--- config.mk ---
export PLATFORM = sky130hd
export DESIGN_NAME = cascaded_pwm_timer
export DESIGN_NICKNAME = d
export VERILOG_FILES = /design/src/rtl/cpwm_pkg.sv /design/src/rtl/cpwm_regs.sv /design/src/rtl/cpwm_prescaler.sv /design/src/rtl/cpwm_unit.sv /design/src/rtl/cpwm_slave_ctl.sv /design/src/rtl/cascaded_pwm_timer.sv
export SDC_FILE = /design/constraint.sdc
export NUM_CORES = 1
export LEC_CHECK = 0
export ABC_AREA = 1
export CAP_MARGIN = 25
export CORE_MARGIN = 1
export CORE_UTILIZATION = 30
export DETAILED_ROUTE_END_ITERATION = 7
export DONT_BUFFER_PORTS = 1
export SLEW_MARGIN = 10
export SYNTH_ARGS = -nofsm -noshare
export SYNTH_HDL_FRONTEND = slang
export SYNTH_SLANG_ARGS = --single-unit
--- constraint.sdc ---
create_clock -name clk -period 3.2 [get_ports clk]
set_input_delay 0.8 -clock clk [delete_from_list [all_inputs] [get_ports clk]]
set_output_delay 0.8 -clock clk [all_outputs]
set_load 0.01 [all_outputs]
--- src/rtl/cpwm_pkg.sv ---
package cpwm_pkg;

    localparam int ADDR_W = 3;

    localparam logic [ADDR_W-1:0] ADR_CTRL = 3'd0;
    localparam logic [ADDR_W-1:0] ADR_MPSC = 3'd1;
    localparam logic [ADDR_W-1:0] ADR_MARR = 3'd2;
    localparam logic [ADDR_W-1:0] ADR_MCMP = 3'd3;
    localparam logic [ADDR_W-1:0] ADR_SARR = 3'd4;
    localparam logic [ADDR_W-1:0] ADR_SCMP = 3'd5;
    localparam int NUM_SHADOW = 5;

    typedef enum logic [2:0] {
        SLV_FREE   = 3'd0,
        SLV_GATED  = 3'd5,
        SLV_EXTCLK = 3'd7
    } slv_mode_e;

    typedef enum logic [2:0] {
        TRG_ENABLE = 3'd0,
        TRG_UPDATE = 3'd2,
        TRG_REF    = 3'd4
    } trg_src_e;

    typedef struct packed {
        logic [2:0] trg_sel;
        logic [2:0] slv_mode;
        logic       s_pol;
        logic       s_oe;
        logic       m_pol;
        logic       m_oe;
        logic       s_cen;
        logic       m_cen;
    } ctrl_t;

    localparam int CTRL_W = $bits(ctrl_t);

    function automatic slv_mode_e decode_mode(input logic [2:0] raw);
        case (raw)
            3'd5:    return SLV_GATED;
            3'd7:    return SLV_EXTCLK;
            default: return SLV_FREE;
        endcase
    endfunction

    function automatic logic pick_trigger(input logic [2:0] sel, input logic en,
                                          input logic upd, input logic ref_lvl);
        case (sel)
            3'd0:    return en;
            3'd2:    return upd;
            3'd4:    return ref_lvl;
            default: return 1'b0;
        endcase
    endfunction

    function automatic logic drive_pin(input logic ref_lvl, input logic oe, input logic pol);
        return oe & (ref_lvl ^ pol);
    endfunction

endpackage

--- src/rtl/cpwm_regs.sv ---
module cpwm_regs
    import cpwm_pkg::*;
#(
    parameter int CNT_W = 16
) (
    input  logic              clk,
    input  logic              rst,
    input  logic              wr_en,
    input  logic [ADDR_W-1:0] wr_addr,
    input  logic [CNT_W-1:0]  wr_data,
    output ctrl_t             ctrl,
    output logic [CNT_W-1:0]  m_psc,
    output logic [CNT_W-1:0]  m_arr,
    output logic [CNT_W-1:0]  m_cmp,
    output logic [CNT_W-1:0]  s_arr,
    output logic [CNT_W-1:0]  s_cmp
);

    logic [CNT_W-1:0] shadow [NUM_SHADOW];

    // reload registers reset to full scale, all others to zero
    function automatic logic [CNT_W-1:0] shadow_init(input int idx);
        if (idx == int'(ADR_MARR) - 1 || idx == int'(ADR_SARR) - 1)
            return '1;
        return '0;
    endfunction

    always_ff @(posedge clk) begin
        if (rst) begin
            ctrl <= '0;
        end else if (wr_en && wr_addr == ADR_CTRL) begin
            ctrl <= ctrl_t'(wr_data[CTRL_W-1:0]);
        end
    end

    always_ff @(posedge clk) begin
        for (int i = 0; i < NUM_SHADOW; i++) begin
            if (rst)
                shadow[i] <= shadow_init(i);
            else if (wr_en && int'(wr_addr) == i + 1)
                shadow[i] <= wr_data;
        end
    end

    assign m_psc = shadow[int'(ADR_MPSC) - 1];
    assign m_arr = shadow[int'(ADR_MARR) - 1];
    assign m_cmp = shadow[int'(ADR_MCMP) - 1];
    assign s_arr = shadow[int'(ADR_SARR) - 1];
    assign s_cmp = shadow[int'(ADR_SCMP) - 1];

endmodule

--- src/rtl/cpwm_prescaler.sv ---
module cpwm_prescaler #(
    parameter int CNT_W = 16
) (
    input  logic             clk,
    input  logic             rst,
    input  logic             cen,
    input  logic             upd,
    input  logic [CNT_W-1:0] psc_sh,
    output logic             tick
);

    logic [CNT_W-1:0] psc_act;
    logic [CNT_W-1:0] div_cnt;

    assign tick = cen && (div_cnt == psc_act);

    always_ff @(posedge clk) begin
        if (rst) begin
            psc_act <= '0;
            div_cnt <= '0;
        end else begin
            if (!cen || upd)
                psc_act <= psc_sh;
            if (!cen || tick)
                div_cnt <= '0;
            else
                div_cnt <= div_cnt + 1'b1;
        end
    end


    div_in_range_chk: assert property (@(posedge clk) disable iff (rst)
        div_cnt <= psc_act);

endmodule

--- src/rtl/cpwm_unit.sv ---
module cpwm_unit
    import cpwm_pkg::*;
#(
    parameter int CNT_W = 16
) (
    input  logic             clk,
    input  logic             rst,
    input  logic             cen,
    input  logic             tick_en,
    input  logic [CNT_W-1:0] arr_sh,
    input  logic [CNT_W-1:0] cmp_sh,
    input  logic             oe,
    input  logic             pol,
    output logic [CNT_W-1:0] cnt,
    output logic             below,
    output logic             upd,
    output logic             pin
);

    logic [CNT_W-1:0] arr_act;
    logic [CNT_W-1:0] cmp_act;
    logic             step;

    assign step  = cen && tick_en;
    assign upd   = step && (cnt == arr_act);
    assign below = cnt < cmp_act;
    assign pin   = drive_pin(below, oe, pol);

    always_ff @(posedge clk) begin
        if (rst) begin
            cnt     <= '0;
            arr_act <= '1;
            cmp_act <= '0;
        end else begin
            if (!cen)
                cnt <= '0;
            else if (step)
                cnt <= upd ? '0 : cnt + 1'b1;
            if (!cen || upd) begin
                arr_act <= arr_sh;
                cmp_act <= cmp_sh;
            end
        end
    end


    cnt_in_range_chk: assert property (@(posedge clk) disable iff (rst)
        cnt <= arr_act);


    wrap_to_zero_chk: assert property (@(posedge clk) disable iff (rst)
        upd |=> (cnt == '0));


    preload_hold_chk: assert property (@(posedge clk) disable iff (rst)
        (cen && !upd) |=> ($stable(cmp_act) && $stable(arr_act)));


    idle_zero_chk: assert property (@(posedge clk) disable iff (rst)
        !cen |=> (cnt == '0));

endmodule

--- src/rtl/cpwm_slave_ctl.sv ---
module cpwm_slave_ctl
    import cpwm_pkg::*;
(
    input  logic       clk,
    input  logic       rst,
    input  logic       trg,
    input  logic [2:0] mode_raw,
    output logic       tick_en
);

    logic      trg_d;
    slv_mode_e mode;

    assign mode = decode_mode(mode_raw);

    always_ff @(posedge clk) begin
        if (rst) trg_d <= 1'b0;
        else     trg_d <= trg;
    end

    always_comb begin
        case (mode)
            SLV_GATED:  tick_en = trg;
            SLV_EXTCLK: tick_en = trg && !trg_d;
            default:    tick_en = 1'b1;
        endcase
    end

endmodule

--- src/rtl/cascaded_pwm_timer.sv ---
module cascaded_pwm_timer
    import cpwm_pkg::*;
#(
    parameter int CNT_W = 16
) (
    input  logic              clk,
    input  logic              rst,
    input  logic              wr_en,
    input  logic [ADDR_W-1:0] wr_addr,
    input  logic [CNT_W-1:0]  wr_data,
    output logic              mst_pwm,
    output logic              slv_pwm,
    output logic              mst_trig
);

    ctrl_t            ctrl;
    logic [CNT_W-1:0] m_psc, m_arr, m_cmp, s_arr, s_cmp;
    logic [CNT_W-1:0] m_cnt, s_cnt;
    logic             m_tick, m_upd, m_below;
    logic             s_tick, s_upd, s_below;
    logic             trg_q;

    cpwm_regs #(.CNT_W(CNT_W)) regs_i (
        .clk(clk), .rst(rst), .wr_en(wr_en), .wr_addr(wr_addr), .wr_data(wr_data),
        .ctrl(ctrl), .m_psc(m_psc), .m_arr(m_arr), .m_cmp(m_cmp),
        .s_arr(s_arr), .s_cmp(s_cmp)
    );

    cpwm_prescaler #(.CNT_W(CNT_W)) psc_i (
        .clk(clk), .rst(rst), .cen(ctrl.m_cen), .upd(m_upd),
        .psc_sh(m_psc), .tick(m_tick)
    );

    cpwm_unit #(.CNT_W(CNT_W)) master_i (
        .clk(clk), .rst(rst), .cen(ctrl.m_cen), .tick_en(m_tick),
        .arr_sh(m_arr), .cmp_sh(m_cmp), .oe(ctrl.m_oe), .pol(ctrl.m_pol),
        .cnt(m_cnt), .below(m_below), .upd(m_upd), .pin(mst_pwm)
    );

    always_ff @(posedge clk) begin
        if (rst) trg_q <= 1'b0;
        else     trg_q <= pick_trigger(ctrl.trg_sel, ctrl.m_cen, m_upd, m_below);
    end

    assign mst_trig = trg_q;

    cpwm_slave_ctl slave_ctl_i (
        .clk(clk), .rst(rst), .trg(trg_q), .mode_raw(ctrl.slv_mode), .tick_en(s_tick)
    );

    cpwm_unit #(.CNT_W(CNT_W)) slave_i (
        .clk(clk), .rst(rst), .cen(ctrl.s_cen), .tick_en(s_tick),
        .arr_sh(s_arr), .cmp_sh(s_cmp), .oe(ctrl.s_oe), .pol(ctrl.s_pol),
        .cnt(s_cnt), .below(s_below), .upd(s_upd), .pin(slv_pwm)
    );


    trig_at_zero_chk: assert property (@(posedge clk) disable iff (rst)
        (mst_trig && ctrl.trg_sel == TRG_UPDATE && $stable(ctrl.trg_sel)) |-> (m_cnt == '0));


    ext_hold_chk: assert property (@(posedge clk) disable iff (rst)
        (ctrl.s_cen && decode_mode(ctrl.slv_mode) == SLV_EXTCLK && !trg_q)
        |=> $stable(s_cnt));


    slave_wrap_ref_chk: assert property (@(posedge clk) disable iff (rst)
        (s_upd && s_cmp != '0 && ctrl.s_cen && $stable(ctrl.s_cen)) |=> (s_below || !ctrl.s_cen));

endmodule

==> impl_metrics.toml <==
[power]
leakage_uw = 0.00506
pwr-share-clk_pct = 45.7
pwr-share-seq_pct = 48.0
p_sw_share_pct = 23.9
internal_power_uw = 4990
p_per_area_mw_per_mm2 = 548
p_sw_uw = 1570
ir_drop_uv = 549
p_comb_share_pct = 6.3

[drt]
first_pass_iters = 5
vias_per_cell = 4.62
routed_wire_length_per_instance_um = 14.4
drc = 0
wirelength_mm = 26.9
antenna_left = 0
drt_iter0_markers = 679
vias = 8613

[placed_design]
portBuffers = 0
dp_hpwl_mm = 18.2
dpl-instance-area_mm2 = 0.0111
place.gp.congestion = 0.873
dp.cells = 1819

[synthesis]
yosysTopAreaCell = "dfxtp_1"
async_flop_share_pct = 0
syn_inst = 1397
ys_seq_area_share_pct = 49.6
synth_cell_type_count = 31
synth_edf_count = 80
synth.area.top_cells = "dfxtp_1 (27%), edfxtp_1 (23%), nand2_1 (12%)"
yosys_warnings = 0
synth_top_area_share_pct = 26.9
syn_area_per_cell_um2 = 7.58
synth.most_common_cell = "nand2_1"
synth_seq_cells = 222
synth_top_flop_cell = "dfxtp_1"
syn_nets = 1452
ys_top_cells_by_count = "nand2_1 (350), nor2_1 (232), inv_1 (172)"
syn_area_mm2 = 0.0106

[global_routing]
grt_first_pass_wirelength_mm = 42.8
grt.overflow.total = 0
grt_pass1_vias = 8081
grt_max_degree = 63
grt_antenna_before_repair = 0
track_usage_pct = 15.0

[worst_setup_path]
endpoint_kind = "output port"
critPathLaunchType = "flop"
cp.required_ns = 2.40
crit_buf_inv = 0
crit_fanout = 8
reg2reg_from = "slave_i.cnt[13]"
arrival_ns = 2.17
worstReg2RegEnd = "slave_i.arr_act[3]"
crit_type = "reg2out"
r2r.worst_path.cells = 8
crit_family = "simple AND/OR/NAND/NOR gates"
cpMostUsedCell = "nand2_1"
crit_chain = "ha_1 -> nand2_1 -> nor4_1 -> nand2_1 -> nand2_1 -> o21ai_0 -> a21oi_1"
r2r_slack_ns = 0.83
slowest_delay_ns = 0.40
slowest_stage = "dfxtp_1"

[timing]
finalSetupTns_ns = 0
tightest_slew_ns = 0.833
slew_headroom_pct = 44.3
hold_viol = 0
setup_violations = 0
rsz0062_at_grt = "no"
slew_viol_final = 0
period_share_pct = 92.7
max_freq_ghz = 0.337
skew_ns = 0.0208
fin_crit_ns = 2.97

[final_layout]
diodes = 0
syn_to_final_growth_pct = 13.0
layout.nets = 1446
fillers = 3586
drive_above_1_share_pct = 4.54
layout.cells.non_filler = 1864
final_cell_area_mm2 = 0.0120

[floorplan]
initial_core_util_pct = 30.6
dieWidth_um = 190
rows = 68
fp.dieH_um = 190
core_area_mm2 = 0.0346
boundaryPins = 25
dieArea_mm2 = 0.0360

[min_path]
holdPathStages = 1
min_from = "rst"
holdPathEnd = "slave_ctl_i.trg_d"
holdCritPathClass = "in2reg"

[clock_tree]
clk_latency_ns = 0.54
post-cts-setup-buffer-count = 0
clkTransAtPathRegs_ns = 0.06
cts_hold_buffers = 0
htreeDepth = 1
cts.sinks = 222
clockBufferDepth = 3
cts_resized = 0
cts_tree = "yes"
root_buffer = "clkbuf_16"
cts_made_buffers = 25

[run_status]
outcome = "finished clean"

[run]
maxCapViolCount = 0
## registers in the layout, indices dropped and copies added (netlist names)
register           count
regs_i.ctrl           12
slave_i.cmp_act       16
slave_i.cnt           16
master_i.cnt          16
regs_i.shadow         80
psc_i.div_cnt         16
slave_i.arr_act       16
master_i.arr_act      16
psc_i.psc_act         16
master_i.cmp_act      16
slave_ctl_i.trg_d      1
mst_trig               1
## worst max-delay path by stage
stage                           startpoint             endpoint  slack [ns]  cells after the start
after floorplan                        rst  regs_i.shadow[0][0]        0.86                      5
after global placement     master_i.cnt[2]              mst_pwm        0.78                     12
after detailed placement  master_i.cnt[11]              mst_pwm        0.78                      7
after CTS                 master_i.cnt[11]              mst_pwm        0.21                      7
after global routing      master_i.cnt[11]              mst_pwm        0.06                      6
final                     master_i.cnt[11]              mst_pwm        0.23                      7
## area by class of cell
type | instances | area [um2] | share of cell area, %
tap | 455 | 569 | 4.76
clock inverter | 13 | 161 | 1.35
clock buffer | 32 | 693 | 5.79
inverter | 175 | 657 | 5.49
multi-input combinational | 949 | 4480 | 37.4
sequential | 222 | 5250 | 43.8
timing repair buffer | 18 | 160 | 1.34
## cell usage in the layout (no fill, tap or decap), types with 3 or more instances in the layout
cell type  Yosys  final
clkbuf_1      26      4
o21ai_0       26     26
inv_2          2      3
xnor2_1       10     10
dfxtp_1      142    142
clkinv_1       1      3
clkinv_2       0      4
ha_1          33     33
clkbuf_16      0     26
nand3_1      130    130
inv_1        172    171
nand2_1      350    350
nor2_1       232    232
a31oi_1        4      4
nand4_1       22     22
bufinv_16      0      3
xor2_1        26     26
a21oi_1       73     73
buf_4          0     16
edfxtp_1      80     80
nor3_1        28     28
## power groups by stage
stage          Clock [uW]  Sequential, uW  Combinational [uW]
2_1_floorplan           0            3190                 304
3_3_place_gp            0            3210                 406
3_5_place_dp            0            3210                 413
4_1_cts              3050            3150                 415
5_1_grt              3180            3160                 474
6_report             3000            3150                 412
## layer usage
layer	share of wire (%)	GRT usage, %
met1	47	19.8
met2	46	24.7
met3	5.0	3.03
met4	2.3	3.85
met5	0	0
## logic make-up after synthesis
group | count (synthesis) | synth area share (%)
AND/OR/NAND/NOR | 769 | 29.8
buffers and inverters | 226 | 8.22
flip-flops | 222 | 49.6
AO/OA/AOI/OAI | 111 | 5.50
XOR/XNOR | 36 | 2.98
adder cells (fa/ha/maj) | 33 | 3.90
## through the flow
stage	worst slack (ns)	hold WS [ns]	power, uW	utilization [%]
after floorplan	0.856	0.422	3490	-
after global placement	0.783	0.426	3610	32.1
after detailed placement	0.782	0.430	3620	32.1
after CTS	0.213	0.315	6620	34.5
after global routing	0.0638	0.318	6810	34.5
final	0.233	0.330	6560	34.5
## worst reg2reg max path, stage by stage, from the launching register on
cell	delay, ns
dfxtp_1	0.54
xor2_1	0.25
nor3_1	0.08
nand2_1	0.06
nor2_1	0.04
nand2_1	0.43
nand2_1	0.55
nand2_1	0.22
nand3_1	0.08
Power figures use the tool's default switching activity.
